### src/rtl/att_ctrl_pkg.sv
package att_ctrl_pkg;
  localparam int unsigned CODE_W = 5;
  localparam int unsigned WORD_W = CODE_W + 1;

  typedef logic [CODE_W-1:0] code_t;
  typedef logic [WORD_W-1:0] word_t;

  // parallel, latch closed, select high -> 8 dB step only
  localparam code_t PUP_HI_CODE = code_t'(1) << (CODE_W - 1);
  localparam code_t PUP_LO_CODE = '0;

  function automatic code_t pup_code(input logic  ser_mode,
                                     input logic  le,
                                     input logic  sel,
                                     input code_t pins);
    code_t res;
    if (ser_mode || le) res = pins;
    else if (sel)       res = PUP_HI_CODE;
    else                res = PUP_LO_CODE;
    return res;
  endfunction
endpackage

### src/rtl/att_sync.sv
module att_sync #(
  parameter int unsigned W      = 1,
  parameter int unsigned STAGES = 2
) (
  input  logic         clk_i,
  input  logic         rst_ni,
  input  logic [W-1:0] d_i,
  output logic [W-1:0] q_o
);
  logic [W-1:0] chain_q [STAGES];

  for (genvar s = 0; s < STAGES; s++) begin : g_stage
    if (s == 0) begin : g_first
      always_ff @(posedge clk_i or negedge rst_ni) begin
        if (!rst_ni) chain_q[s] <= '0;
        else         chain_q[s] <= d_i;
      end
    end else begin : g_next
      always_ff @(posedge clk_i or negedge rst_ni) begin
        if (!rst_ni) chain_q[s] <= '0;
        else         chain_q[s] <= chain_q[s-1];
      end
    end
  end

  assign q_o = chain_q[STAGES-1];
endmodule

### src/rtl/att_shift.sv
module att_shift
  import att_ctrl_pkg::*;
(
  input  logic  clk_i,
  input  logic  rst_ni,
  input  logic  sclk_i,
  input  logic  sdata_i,
  output word_t word_o,
  output logic  shift_o
);
  logic  sclk_d_q;
  word_t sr_q;

  assign shift_o = sclk_i & ~sclk_d_q;

  always_ff @(posedge clk_i or negedge rst_ni) begin
    if (!rst_ni) begin
      sclk_d_q <= 1'b0;
      sr_q     <= '0;
    end else begin
      sclk_d_q <= sclk_i;
      // shifting is independent of latch enable
      if (shift_o) sr_q <= {sr_q[WORD_W-2:0], sdata_i};
    end
  end

  assign word_o = sr_q;
endmodule

### src/rtl/att_latch.sv
module att_latch
  import att_ctrl_pkg::*;
#(
  parameter int unsigned INIT_CYC = 2
) (
  input  logic  clk_i,
  input  logic  rst_ni,
  input  logic  ser_mode_i,
  input  logic  le_i,
  input  logic  pup_sel_i,
  input  code_t pins_i,
  input  word_t word_i,
  output code_t code_o,
  output logic  err_o,
  output logic  init_o,
  output logic  apply_o
);
  localparam int unsigned CNT_W = $clog2(INIT_CYC + 1) + 1;

  logic [CNT_W-1:0] cnt_q;
  logic             init_q;
  code_t            code_q;
  logic             err_q;
  code_t            src;
  logic             start_bad;

  assign apply_o   = init_q && (cnt_q == CNT_W'(INIT_CYC));
  assign src       = ser_mode_i ? word_i[CODE_W-1:0] : pins_i;
  assign start_bad = ser_mode_i & word_i[WORD_W-1];

  always_ff @(posedge clk_i or negedge rst_ni) begin
    if (!rst_ni) begin
      cnt_q  <= '0;
      init_q <= 1'b1;
    end else if (init_q) begin
      if (apply_o) init_q <= 1'b0;
      else         cnt_q  <= cnt_q + 1'b1;
    end
  end

  always_ff @(posedge clk_i or negedge rst_ni) begin
    if (!rst_ni) begin
      code_q <= '0;
      err_q  <= 1'b0;
    end else if (init_q) begin
      if (apply_o) code_q <= pup_code(ser_mode_i, le_i, pup_sel_i, pins_i);
    end else if (le_i) begin
      if (start_bad) begin
        err_q <= 1'b1;
      end else begin
        code_q <= src;
        err_q  <= 1'b0;
      end
    end
  end

  assign code_o = code_q;
  assign err_o  = err_q;
  assign init_o = init_q;
endmodule

### src/rtl/att_ctrl.sv
module att_ctrl
  import att_ctrl_pkg::*;
#(
  parameter int unsigned SYNC_STAGES = 2
) (
  input  logic              clk_i,
  input  logic              rst_ni,
  input  logic              ser_mode_i,
  input  logic              le_i,
  input  logic              sclk_i,
  input  logic              sdata_i,
  input  logic [CODE_W-1:0] ctrl_i,
  input  logic              pup_sel_i,
  output logic [CODE_W-1:0] code_o,
  output logic              start_err_o
);
  localparam int unsigned IN_W = CODE_W + 5;

  logic [IN_W-1:0] raw, syn;
  logic  mode_s, le_s, sclk_s, sdata_s, pup_s;
  code_t pins_s;
  word_t word;
  logic  shift;
  logic  init_q, apply;

  assign raw = {ser_mode_i, le_i, sclk_i, sdata_i, pup_sel_i, ctrl_i};

  att_sync #(.W(IN_W), .STAGES(SYNC_STAGES)) u_sync (
    .clk_i (clk_i),
    .rst_ni(rst_ni),
    .d_i   (raw),
    .q_o   (syn)
  );

  assign {mode_s, le_s, sclk_s, sdata_s, pup_s, pins_s} = syn;

  att_shift u_shift (
    .clk_i  (clk_i),
    .rst_ni (rst_ni),
    .sclk_i (sclk_s),
    .sdata_i(sdata_s),
    .word_o (word),
    .shift_o(shift)
  );

  att_latch #(.INIT_CYC(SYNC_STAGES)) u_latch (
    .clk_i     (clk_i),
    .rst_ni    (rst_ni),
    .ser_mode_i(mode_s),
    .le_i      (le_s),
    .pup_sel_i (pup_s),
    .pins_i    (pins_s),
    .word_i    (word),
    .code_o    (code_o),
    .err_o     (start_err_o),
    .init_o    (init_q),
    .apply_o   (apply)
  );
endmodule

### config.mk
export PLATFORM = sky130hd
export DESIGN_NAME = att_ctrl
export DESIGN_NICKNAME = d
export VERILOG_FILES = /design/src/rtl/att_ctrl_pkg.sv /design/src/rtl/att_sync.sv /design/src/rtl/att_shift.sv /design/src/rtl/att_latch.sv /design/src/rtl/att_ctrl.sv
export SDC_FILE = /design/constraint.sdc
export NUM_CORES = 1
export LEC_CHECK = 0
export BUFFER_PORTS_ARGS = -buffer_cell sky130_fd_sc_hd__buf_4
export CAP_MARGIN = 20
export CORE_ASPECT_RATIO = 1.5
export CORE_MARGIN = 4
export CORE_UTILIZATION = 50
export CTS_BUF_LIST = sky130_fd_sc_hd__clkbuf_4
export CTS_CLUSTER_DIAMETER = 30
export DETAILED_ROUTE_END_ITERATION = 12
export PLACE_DENSITY = 0.71
export SYNTH_ARGS = -nofsm -noshare
export SYNTH_HDL_FRONTEND = slang
export SYNTH_SLANG_ARGS = --single-unit
export TNS_END_PERCENT = 20
### constraint.sdc
create_clock -name clk_i -period 2.1 [get_ports clk_i]
set_input_delay 0.42 -clock clk_i [delete_from_list [all_inputs] [get_ports clk_i]]
set_output_delay 0.42 -clock clk_i [all_outputs]
set_load 0.05 [all_outputs]
==> run_results.csv <==
group,metric,value,unit
sta,setup_violations,0,
logic_synthesis,synthesis.area,1340,µm²
floorplanning,num_io_pins,18,
routing,avgRoutedWirePerCell,12.6,µm
clock_network,ctsLongestPathBuffers,2,
sta,setup_ws,0.644,ns
worst_setup_path,worst_ep_arrival_time,1.67,ns
logic_synthesis,synthFlopType,"dfrtp_1",
grt,grt_pass1_vias,800,
floorplanning,rows,22,
final_layout,num-nets-final,129,
grt,antenna_found_initial,0,
sta,final_max_slew_viol_count,0,
sta,worstMarginPinSlew,0.554,ns
sta,skew,0.00659,ns
floorplanning,core-area,2500,µm²
clock_network,clk_latency,0.32,ns
clock_network,cts_tree,"built",
sta,finalCriticalPeriod,1.46,ns
logic_synthesis,synth-adder-area-share,1.87,%
clock_network,numCtsBuffers,5,
floorplanning,initial_utilization,53.3,%
worst_hold_path,min_path_type,"input pin to asynchronous set/reset pin",
worst_setup_path,cp-end-kind,"register",
placement,place.gp.congestion,0.869,
logic_synthesis,syn_inst,94,
logic_synthesis,synth_nets,108,
worst_setup_path,worstSetupStartpointType,"register",
final_layout,num_antenna_cells,0,
worst_setup_path,cp.required,2.31,ns
power_and_ir_drop,ir_worst_vdd,0.000690,V
sta,fmaxAchievable,687,MHz
logic_synthesis,synth_compound_area_share,10.2,%
worst_setup_path,worst-path-max-fanout,5,
status,status,"complete, no violations",
clock_network,clockRootBuffer,"clkbuf_4",
power_and_ir_drop,p_leak,0.731,nW
grt,grt_pass1_wl,3400,µm
grt,grt_max_degree,38,
routing,viasPerCell,4.96,
routing,firstDrtPassIters,3,
clock_network,post-cts-setup-buffers,0,
floorplanning,die_area,3580,µm²
logic_synthesis,ys.warnings.count,0,
sta,maxSlewHeadroom,63.0,%
clock_network,cts_hold_buf,0,
sta,finalCritPeriodShare,69.3,%
worst_setup_path,critPathKind,"register to register",
floorplanning,die-width,50.2,µm
logic_synthesis,synth_top_family_by_area,"compound AO/OA/AOI/OAI gates",
flow_run,drv_cap,0,
floorplanning,die_h,71.3,µm
sta,rsz0062_at_grt,"false",
placement,port_buffers,17,
final_layout,drive_gt1_share,29.3,%
logic_synthesis,synthArstFlopShare,100,%
logic_synthesis,synth_seq_cells,37,
placement,post-dp-hpwl,1440,µm
clock_network,cts.clk_slew.worst_paths,0.10,ns
logic_synthesis,avgSynthCellArea,14.2,µm²
final_layout,area_delta_synth_final,15.3,%
power_and_ir_drop,p_per_area,950,nW/µm²
routing,dr.first_iter.drc_count,10,
routing,drc,0,
clock_network,ctsResizeCount,0,
logic_synthesis,ys_seq_area_share,69.4,%
final_layout,nFillCells,211,
routing,postRouteAntennaNets,0,
logic_synthesis,synth_edf_count,0,
logic_synthesis,synth_xor_area_share,0.656,%
clock_network,clkSinkCount,37,
power_and_ir_drop,power,0.00146,W
logic_synthesis,yosys.area_share.simple,6.37,%
placement,place_ws,0.672,ns
clock_network,h-tree-depth,2,
grt,overflow,0,
logic_synthesis,synth.distinct_cells,28,
routing,routed_wl,1910,µm
logic_synthesis,muxShareOfSynthArea,7.40,%
worst_setup_path,critPathLaunch,"u_latch.cnt_q[0]",
grt,track_usage,12.9,%
sta,setup_tns,0,ns
sta,finalHoldViolCount,0,
worst_setup_path,r2r_start,"u_latch.cnt_q[0]",
routing,vias,754,
-- layer usage --
metal  up-vias  wire (µm)  track usage (%)
li1        360          -                -
met1       374        742             14.7
met2        15       1050             21.2
met3         5         85             3.95
met4         0         32             7.38
met5         -          0                0
-- worst paths after layout --
kind | to | depth (start not counted) | slack, ns
min in group clk_i | u_sync.chain_q[11] | 1 | 0.20
worst min register to register | u_sync.q_o[6] | 0 | 0.36
max in group asynchronous | u_latch.init_o | 1 | 1.75
worst min-delay path | u_latch.cnt_q[2] | 1 | 0.02
worst max register to register | u_latch.code_o[0] | 5 | 0.64
worst max-delay path | u_latch.code_o[0] | 5 | 0.64
-- flip-flops by register name (all words and copies together), names as in the netlist --
name              cells
u_sync.q_o           10
u_sync.chain_q       10
u_latch.init_o        1
u_latch.cnt_q         3
u_latch.code_o        5
u_shift.word_o        6
u_shift.sclk_d_q      1
u_latch.err_o         1
-- Yosys cell counts (all sizes together) (2+ instances only) --
master / number / area share (%)
a221oi: 3 / 2.0
nor2b: 3 / 1.6
o31ai: 2 / 1.1
nand2: 4 / 1.1
mux2: 7 / 5.9
o211ai: 2 / 1.1
mux2i: 2 / 1.5
ha: 2 / 1.9
o21ai: 8 / 3.0
nor2: 3 / 0.84
dfrtp: 36 / 67
buf: 3 / 1.8
inv: 8 / 2.2
-- per-stage QoR --
step / util, % / area [µm²] / instances / hold slack (ns)
finish: 61.4 / 1540 / 152 / 0.0191
global route: 61.4 / 1540 / 152 / 0.0415
CTS: 61.4 / 1540 / 152 / 0.0343
detailed placement: 59.2 / 1480 / 144 / 0.336
global placement: 59.2 / 1480 / 144 / 0.332
floorplan: - / 1340 / 94 / 0.124
-- worst max-delay path, stage by stage, from the launching register on --
cell and delay, ns:
dfrtp_1 0.40, inv_1 0.06, ha_1 0.22, nand3b_1 0.15
o21a_4 0.18, mux2_1 0.32
-- cell families after synthesis --
kind of cell,count (synthesis)
XOR/XNOR,1
multiplexers,9
AND/OR/NAND/NOR,15
flip-flops,37
AO/OA/AOI/OAI,19
buffers and inverters,11
adder cells (fa/ha/maj),2
-- cell type report --
type | instances | area, µm² | share of cell area, %
Inverter | 8 | 30.0 | 1.95
Sequential cell | 37 | 927 | 60.2
Clock inverter | 2 | 10.0 | 0.650
Timing Repair Buffer | 17 | 128 | 8.29
Tap cell | 36 | 45.0 | 2.93
Clock buffer | 6 | 45.0 | 2.93
Multi-Input combinational cell | 46 | 354 | 23.0
-- cell usage in the layout (no fill, tap or decap), drive strengths merged, types with 2 or more instances in the layout --
cell    count
o21ai       8
inv         8
o211ai      2
dfrtp      36
clkbuf      6
nor2b       3
nor2        3
nand2       4
mux2        7
o31ai       2
ha          2
clkinv      2
mux2i       2
buf        17
a221oi      3
-- power breakdown --
part           internal, W  switching, W  leakage, nW  total (W)
Sequential        0.000787     0.0000457        0.448   0.000833
Clock             0.000140      0.000210       0.0354   0.000350
Combinational     0.000105      0.000173        0.248   0.000279
No activity file was read; power rests on OpenSTA's default activity.
